<file path="src/rtl/msb_pkg.sv">
package msb_pkg;
  parameter int unsigned REG_W    = 5;
  parameter int unsigned NUM_REGS = 1 << REG_W;
  parameter int unsigned TAG_W    = 8;

  typedef enum logic [1:0] {
    MODE_PASS   = 2'd0,
    MODE_SHADOW = 2'd1,
    MODE_REPLAY = 2'd2
  } mode_e;

  typedef struct packed {
    logic [TAG_W-1:0] tag;
    logic             wr;
    logic [REG_W-1:0] dst;
    logic [REG_W-1:0] src_b;
    logic [REG_W-1:0] src_a;
  } slot_t;
endpackage

</file>
<file path="src/rtl/msb_wait_table.sv">
module msb_wait_table #(
  parameter int unsigned NUM_REGS = 32,
  localparam int unsigned IDX_W = $clog2(NUM_REGS)
) (
  input  logic                clk_i,
  input  logic                rst_ni,
  input  logic                clr_all_i,
  input  logic                set_i,
  input  logic [IDX_W-1:0]    set_idx_i,
  input  logic                clr_i,
  input  logic [IDX_W-1:0]    clr_idx_i,
  output logic [NUM_REGS-1:0] bits_o
);
  for (genvar g = 0; g < NUM_REGS; g++) begin : g_bit
    always_ff @(posedge clk_i or negedge rst_ni) begin
      if (!rst_ni)                                        bits_o[g] <= 1'b0;
      else if (clr_all_i)                                 bits_o[g] <= 1'b0;
      else if (set_i && set_idx_i == IDX_W'(g))           bits_o[g] <= 1'b1;
      else if (clr_i && clr_idx_i == IDX_W'(g))           bits_o[g] <= 1'b0;
    end
  end


  set_marks_chk: assert property (@(posedge clk_i) disable iff (!rst_ni)
    (set_i && !clr_all_i) |=> bits_o[$past(set_idx_i)]);

  clr_unmarks_chk: assert property (@(posedge clk_i) disable iff (!rst_ni)
    (clr_i && !set_i && !clr_all_i) |=> !bits_o[$past(clr_idx_i)]);
endmodule

</file>
<file path="src/rtl/msb_fifo.sv">
module msb_fifo #(
  parameter int unsigned WIDTH = 20,
  parameter int unsigned DEPTH = 16,
  localparam int unsigned PTR_W = (DEPTH > 1) ? $clog2(DEPTH) : 1,
  localparam int unsigned CNT_W = $clog2(DEPTH + 1)
) (
  input  logic             clk_i,
  input  logic             rst_ni,
  input  logic             push_i,
  input  logic [WIDTH-1:0] data_i,
  input  logic             pop_i,
  output logic [WIDTH-1:0] data_o,
  output logic             empty_o,
  output logic             full_o,
  output logic [CNT_W-1:0] count_o
);
  logic [WIDTH-1:0] mem_q [DEPTH];
  logic [PTR_W-1:0] wr_ptr_q, rd_ptr_q;
  logic [CNT_W-1:0] cnt_q;

  always_ff @(posedge clk_i) begin
    if (push_i) mem_q[wr_ptr_q] <= data_i;
  end

  always_ff @(posedge clk_i or negedge rst_ni) begin
    if (!rst_ni) begin
      wr_ptr_q <= '0;
      rd_ptr_q <= '0;
      cnt_q    <= '0;
    end else begin
      if (push_i) wr_ptr_q <= (wr_ptr_q == PTR_W'(DEPTH-1)) ? '0 : wr_ptr_q + 1'b1;
      if (pop_i)  rd_ptr_q <= (rd_ptr_q == PTR_W'(DEPTH-1)) ? '0 : rd_ptr_q + 1'b1;
      case ({push_i, pop_i})
        2'b10:   cnt_q <= cnt_q + 1'b1;
        2'b01:   cnt_q <= cnt_q - 1'b1;
        default: cnt_q <= cnt_q;
      endcase
    end
  end

  assign data_o  = mem_q[rd_ptr_q];
  assign empty_o = (cnt_q == '0);
  assign full_o  = (cnt_q == CNT_W'(DEPTH));
  assign count_o = cnt_q;


  no_overflow_chk: assert property (@(posedge clk_i) disable iff (!rst_ni)
    push_i |-> (cnt_q < CNT_W'(DEPTH)));

  no_underflow_chk: assert property (@(posedge clk_i) disable iff (!rst_ni)
    pop_i |-> (cnt_q != '0));
endmodule

</file>
<file path="src/rtl/miss_slice_buffer.sv">
module miss_slice_buffer
  import msb_pkg::*;
#(
  parameter int unsigned DEPTH = 16
) (
  input  logic             clk_i,
  input  logic             rst_ni,
  input  logic             in_valid_i,
  output logic             in_ready_o,
  input  logic [REG_W-1:0] in_src_a_i,
  input  logic [REG_W-1:0] in_src_b_i,
  input  logic [REG_W-1:0] in_dst_i,
  input  logic             in_wr_i,
  input  logic [TAG_W-1:0] in_tag_i,
  input  logic             miss_start_i,
  input  logic [REG_W-1:0] miss_dst_i,
  input  logic             miss_done_i,
  output logic             ex_valid_o,
  output logic             ex_replay_o,
  output logic [REG_W-1:0] ex_src_a_o,
  output logic [REG_W-1:0] ex_src_b_o,
  output logic [REG_W-1:0] ex_dst_o,
  output logic             ex_wr_o,
  output logic [TAG_W-1:0] ex_tag_o
);
  localparam int unsigned SLOT_W = $bits(slot_t);
  localparam int unsigned CNT_W  = $clog2(DEPTH + 1);

  mode_e mode_q, mode_d;
  logic [NUM_REGS-1:0] pend;
  logic accept, dep, push, pop, direct;
  logic fifo_empty, fifo_full;
  logic [CNT_W-1:0] fifo_cnt;
  slot_t in_slot, head;
  logic [SLOT_W-1:0] head_raw;
  logic set_en, clr_en, clr_all;
  logic [REG_W-1:0] set_idx;

  assign in_slot = '{tag: in_tag_i, wr: in_wr_i, dst: in_dst_i,
                     src_b: in_src_b_i, src_a: in_src_a_i};
  assign head = slot_t'(head_raw);

  assign in_ready_o = (mode_q == MODE_PASS   && !miss_start_i) ||
                      (mode_q == MODE_SHADOW && !fifo_full && !miss_done_i);
  assign accept = in_valid_i && in_ready_o;
  assign dep    = pend[in_src_a_i] || pend[in_src_b_i];
  assign push   = accept && mode_q == MODE_SHADOW && dep;
  assign direct = accept && !push;
  assign pop    = mode_q == MODE_REPLAY && !fifo_empty;

  // pending-mark updates: miss start in pass mode, or a stored writer
  assign set_en  = (mode_q == MODE_PASS && miss_start_i) || (push && in_wr_i);
  assign set_idx = (mode_q == MODE_PASS) ? miss_dst_i : in_dst_i;
  assign clr_en  = direct && mode_q == MODE_SHADOW && in_wr_i;
  assign clr_all = mode_q == MODE_SHADOW && miss_done_i;

  msb_wait_table #(.NUM_REGS(NUM_REGS)) u_wait (
    .clk_i, .rst_ni,
    .clr_all_i (clr_all),
    .set_i     (set_en),
    .set_idx_i (set_idx),
    .clr_i     (clr_en),
    .clr_idx_i (in_dst_i),
    .bits_o    (pend)
  );

  msb_fifo #(.WIDTH(SLOT_W), .DEPTH(DEPTH)) u_slice (
    .clk_i, .rst_ni,
    .push_i  (push),
    .data_i  (in_slot),
    .pop_i   (pop),
    .data_o  (head_raw),
    .empty_o (fifo_empty),
    .full_o  (fifo_full),
    .count_o (fifo_cnt)
  );

  always_comb begin
    mode_d = mode_q;
    unique case (mode_q)
      MODE_PASS:   if (miss_start_i) mode_d = MODE_SHADOW;
      MODE_SHADOW: if (miss_done_i)  mode_d = fifo_empty ? MODE_PASS : MODE_REPLAY;
      MODE_REPLAY: if (fifo_cnt <= CNT_W'(1)) mode_d = MODE_PASS;
      default:     mode_d = MODE_PASS;
    endcase
  end

  always_ff @(posedge clk_i or negedge rst_ni) begin
    if (!rst_ni) mode_q <= MODE_PASS;
    else         mode_q <= mode_d;
  end

  always_comb begin
    if (pop) begin
      ex_src_a_o = head.src_a;
      ex_src_b_o = head.src_b;
      ex_dst_o   = head.dst;
      ex_wr_o    = head.wr;
      ex_tag_o   = head.tag;
    end else begin
      ex_src_a_o = in_src_a_i;
      ex_src_b_o = in_src_b_i;
      ex_dst_o   = in_dst_i;
      ex_wr_o    = in_wr_i;
      ex_tag_o   = in_tag_i;
    end
  end
  assign ex_valid_o  = direct || pop;
  assign ex_replay_o = pop;


  no_accept_in_replay_chk: assert property (@(posedge clk_i) disable iff (!rst_ni)
    ex_replay_o |-> !(in_valid_i && in_ready_o));

  empty_done_pass_chk: assert property (@(posedge clk_i) disable iff (!rst_ni)
    (mode_q == MODE_SHADOW && miss_done_i && fifo_empty) |=> (mode_q == MODE_PASS && !ex_replay_o));

  pass_through_chk: assert property (@(posedge clk_i) disable iff (!rst_ni)
    (mode_q == MODE_PASS && in_valid_i && !miss_start_i) |->
      (ex_valid_o && !ex_replay_o && ex_tag_o == in_tag_i));

  replay_until_empty_chk: assert property (@(posedge clk_i) disable iff (!rst_ni)
    (pop && fifo_cnt > CNT_W'(1)) |=> ex_replay_o);
endmodule

</file>
<file path="config.mk">
export PLATFORM = sky130hd
export DESIGN_NAME = miss_slice_buffer
export DESIGN_NICKNAME = d
export VERILOG_FILES = /design/src/rtl/msb_pkg.sv /design/src/rtl/msb_wait_table.sv /design/src/rtl/msb_fifo.sv /design/src/rtl/miss_slice_buffer.sv
export SDC_FILE = /design/constraint.sdc
export NUM_CORES = 1
export LEC_CHECK = 0
export ABC_CLOCK_PERIOD_IN_PS = 3250
export BUFFER_PORTS_ARGS = -buffer_cell sky130_fd_sc_hd__buf_2
export CORE_MARGIN = 2
export CORE_UTILIZATION = 56
export CTS_CLUSTER_DIAMETER = 120
export DETAILED_ROUTE_END_ITERATION = 12
export HOLD_SLACK_MARGIN = 0.06
export PLACE_DENSITY_LB_ADDON = 0.15
export SYNTH_ARGS = -nofsm -noshare
export SYNTH_HDL_FRONTEND = slang
export SYNTH_HIERARCHICAL = 1
export SYNTH_SLANG_ARGS = --single-unit
export TNS_END_PERCENT = 20
</file>
<file path="constraint.sdc">
create_clock -name clk_i -period 3.25 [get_ports clk_i]
set_clock_uncertainty 0.1 [all_clocks]
set_input_delay 0.4875 -clock clk_i [delete_from_list [all_inputs] [get_ports clk_i]]
set_output_delay 0.4875 -clock clk_i [all_outputs]
set_load 0.01 [all_outputs]
</file>
==> metrics.md <==
| Metric | Value |
|---|---|
| Status | `completed` |
| Hold Path Cell Cnt | `1` |
| Vias in the first global route | `roughly 10k` |
| CTS max path bufs | `3` |
| Fin Hold WS | `175 ps` |
| RePlAce Congestion | `0.872` |
| Final Routed Wirelength | `just over 40000 µm` |
| Number of synthesized flops with an enable pin | `approximately 380` |
| Comb pwr share | `0.283` |
| Critical path type | `register to output port` |
| Worst Setup End Kind | `output port` |
| Async SR Flop Fraction | `0.109` |
| Startpoint Class | `register` |
| Die height | `~180 µm` |
| Total track usage | `0.249` |
| Internal reg-to-reg setup slack | `260 ps` |
| Worst slack at placement | `-41.5 ps` |
| Dpl cells | `1481` |
| Antenna violation net count after detailed routing | `0` |
| Final Max Slew Viols | `0` |
| Hold WC Path Type | `input port to register` |
| DRC errors left | `0` |
| Max-cap violation count | `0` |
| Skew-Pair Late Insertion Delay | `540 ps` |
| Internal Power | `11.4 mW` |
| Initial antenna violation count | `0` |
| Syn Area/Cell | `between 15 and 20 µm²` |
| Leakage | `7.18 nW` |
| CTS sink count | `431` |
| Die area | `around 0.033 mm²` |
| Hold Path Origin | `in_src_b_i[3]` |
| Global-route wire length before repair | `61600 µm` |
| Std cell rows | `65` |
| Critical Path AT | `~2600 ps` |
| Via/cell ratio | `6.33` |
| Post-Synth Adder-Cell Area | `0.00558` |
| Post-Syn Area | `0.0179 mm²` |
| FILL cells | `around 2.1k` |
| Worst Slack Setup Final | `39.9 ps` |
| Simple-Gate Fraction of Synth Area | `0.0559` |
| PD cells | `762 mW/mm²` |
| Final Cycle Share | `0.988` |
| Starting DRT DRC Count | `between 800 and 900` |
| Fin nets | `between 1k and 1.5k` |
| Die Span X | `183 µm` |
| Worst relative slew slack | `0.348` |
| Yosys Warn Count | `6` |
| Number of buffers added on ports | `60` |
| CTS tree | `built` |
| Reg-to-reg endpoint | `u_slice/mem_q[13][19]$_DFFE_PP_` |
| Share of post-route cells with drive strength above 1 | `0.310` |
| Met3 Use GR | `0.0413` |
| Largest family of logic cells by synthesized area | `multiplexers` |
| Post-Synth XOR/XNOR Area | `0.00439` |
| Net Sw Frac | `0.286` |
| IO Pins | `61` |
| Post-layout minimum cycle time | `3210 ps` |
| Cts bufs inserted | `between 40 and 50` |
| Ys flop type | `edfxtp_1` |
| VDD IR max | `0.529 mV` |
| Routed len/inst | `26.0 µm` |
| CTS root buffer | `clkbuf_16` |
| Fin. Hold Viols | `0` |
| Mapped Nets | `1033` |
| Global-route track usage on met2 | `0.410` |
| Largest fanout on the critical path | `36` |
| WHS Endpoint | `u_slice/mem_q[7][8]$_DFFE_PP_` |
| Busiest grt layer | `met2` |
| Pwr Total | `roughly 16 mW` |
| DP HPWL | `24100 µm` |
| Placed Area | `just under 0.02 mm²` |
| RR Startpoint | `u_slice/count_o[2]$_DFFE_PN0P_` |
| Yosys cell types | `49` |
| Worst reg2reg path depth | `12` |
| TNS Setup | `0 ps` |
| Sequential share of the synthesized area | `0.708` |
| #FFs+latches synth | `431` |
| Compound-gate portion of the synthesized area | `0.0536` |
| Clk slew on worst S/H paths | `60 ps` |
| H-tree levels | `2` |
| Core area | `0.0316 mm²` |
| Routing usage on met1 | `0.352` |
| Drt first pass iters | `5` |
| Worst-Margin Slew | `975 ps` |
| Syn Inst Count | `about 990` |
| Finished Cell Area | `0.0209 mm²` |
| Clock power frac | `0.306` |
| Multiplexer share of the synthesized area | `0.156` |
| Final Util | `0.662` |
| N_diodes | `0` |
| RSZ-0062 raised after global routing | `true` |
| Largest net degree at the start of global routing | `37` |
| Sw power | `4.55 mW` |
| Seq pwr share | `0.410` |
| Fmax | `312 MHz` |
| Synthesis-to-finish area growth | `16.5%` |
| Initial Util | `0.568` |
| Vias | `9930` |
| Gr ovfl total | `0` |
| CP required | `between 2000 and 3000 ps` |
| Final setup viols | `0` |
| Cell Count, Final, Fillers Out | `between 1.5k and 2k` |
-- critical path, cell delays in order, from the launching register on --
cell and delay [ps]:
dfrtp_4 640, buf_12 290, mux4_2 330, a22oi_1 230
nand2_1 130, mux2_2 310, buf_2 150
-- state kept, by name (all words and copies together), names as in the netlist --
register	count
u_slice/rd_ptr_q	4
u_slice/wr_ptr_q	4
mode_q	2
u_slice/mem_q	384
u_wait/bits_o	32
u_slice/count_o	5
-- how the worst max path moves through the flow --
stage                                          from                             end  depth (start not counted)  slack [ps]
floorplan            u_slice/count_o[1]$_DFFE_PN0P_  u_slice/mem_q[13][0]$_DFFE_PP_                         10        -250
global route        u_slice/rd_ptr_q[1]$_DFFE_PN0P_                   ex_src_b_o[0]                          6         -50
detailed placement                    in_src_b_i[0]  u_slice/mem_q[9][10]$_DFFE_PP_                         11         -40
finish              u_slice/rd_ptr_q[1]$_DFFE_PN0P_                   ex_src_b_o[0]                          6          40
CTS                 u_slice/rd_ptr_q[1]$_DFFE_PN0P_                   ex_src_b_o[0]                          6           1
global placement                      in_src_b_i[0]  u_slice/mem_q[9][14]$_DFFE_PP_                         11         -20
-- per-layer routing --
metal,vias to the layer above,share of wire
li1,4289,-
met5,-,0
met3,64,0.072
met4,0,0.018
met1,5168,0.41
met2,409,0.50
-- cell families after synthesis --
group                    after synthesis
AO/OA/AOI/OAI                        149
adder cells (fa/ha/maj)                8
XOR/XNOR                               9
multiplexers                         156
buffers and inverters                 53
flip-flops                           431
AND/OR/NAND/NOR                      185
-- repair_timing --
item / CTS / global route
resized for setup: 1 / 12
gates cloned: 1 / 1
endpoints found under the hold margin: 26 / 0
hold buffers: 1 / 0
setup endpoints to repair: 23 / 95
buffers inserted: 4 / 0
-- power by group through the flow --
stage	logic [mW]	clock network (mW)	registers, mW
2_1_floorplan	3.11	0	6.51
3_3_place_gp	4.21	0	6.68
3_5_place_dp	4.26	0	6.69
4_1_cts	4.48	4.96	6.52
5_1_grt	4.86	5.17	6.56
6_report	4.52	4.87	6.54
-- layout make-up --
type | instances | area (µm²) | area share
clock buffer | 55 | 1160 | 0.0557
clock inverter | 25 | 233 | 0.0111
inverter | 5 | 18.8 | 0.000898
multi-input combinational | 508 | 5040 | 0.241
sequential | 431 | 12700 | 0.609
tap | 402 | 503 | 0.0241
timing repair buffer | 142 | 1220 | 0.0583
-- cell usage in the layout, fill, tap and decap left out, drive strengths merged, types with 2 or more instances in the layout --
master	Yosys	routed
dfrtp	47	47
or2b	2	2
a22oi	56	56
nand4b	5	5
nand2b	3	3
mux2	31	31
mux2i	29	29
inv	5	8
ha	8	8
buf	23	140
clkbuf	25	55
o22ai	2	2
nor2	24	25
clkinv	0	17
nor2b	47	47
nand4	4	4
edfxtp	384	384
a2111oi	4	4
nand2	56	56
nor4b	2	2
mux4	96	96
and3	6	6
and2	12	12
nand4bb	3	3
a21oi	12	12
nor4	2	2
bufinv	0	4
nand3	13	13
xnor2	5	5
xor2	4	4
o21ai	70	70
-- cell usage after synthesis (4+ instances only) --
cell type | n | area [µm²]
xor2_1 | 4 | 35.0
buf_2 | 13 | 65.1
ha_1 | 8 | 100
and3_1 | 6 | 37.5
mux4_2 | 96 | 2160
o21ai_1 | 44 | 220
nand2_1 | 56 | 210
mux2_2 | 31 | 349
a22oi_1 | 49 | 368
xnor2_1 | 5 | 43.8
and2_1 | 12 | 75.1
inv_1 | 5 | 18.8
nand4b_1 | 5 | 43.8
a21oi_1 | 12 | 60.1
mux2i_1 | 29 | 290
buf_4 | 5 | 37.5
nor2_1 | 23 | 86.3
nand4_1 | 4 | 25.0
o21ai_0 | 26 | 130
clkbuf_1 | 25 | 93.8
a22oi_2 | 7 | 87.6
edfxtp_1 | 384 | 11500
nand3_1 | 13 | 65.1
nor2b_1 | 47 | 294
dfrtp_1 | 47 | 1180
Power figures use the tool's default switching activity.
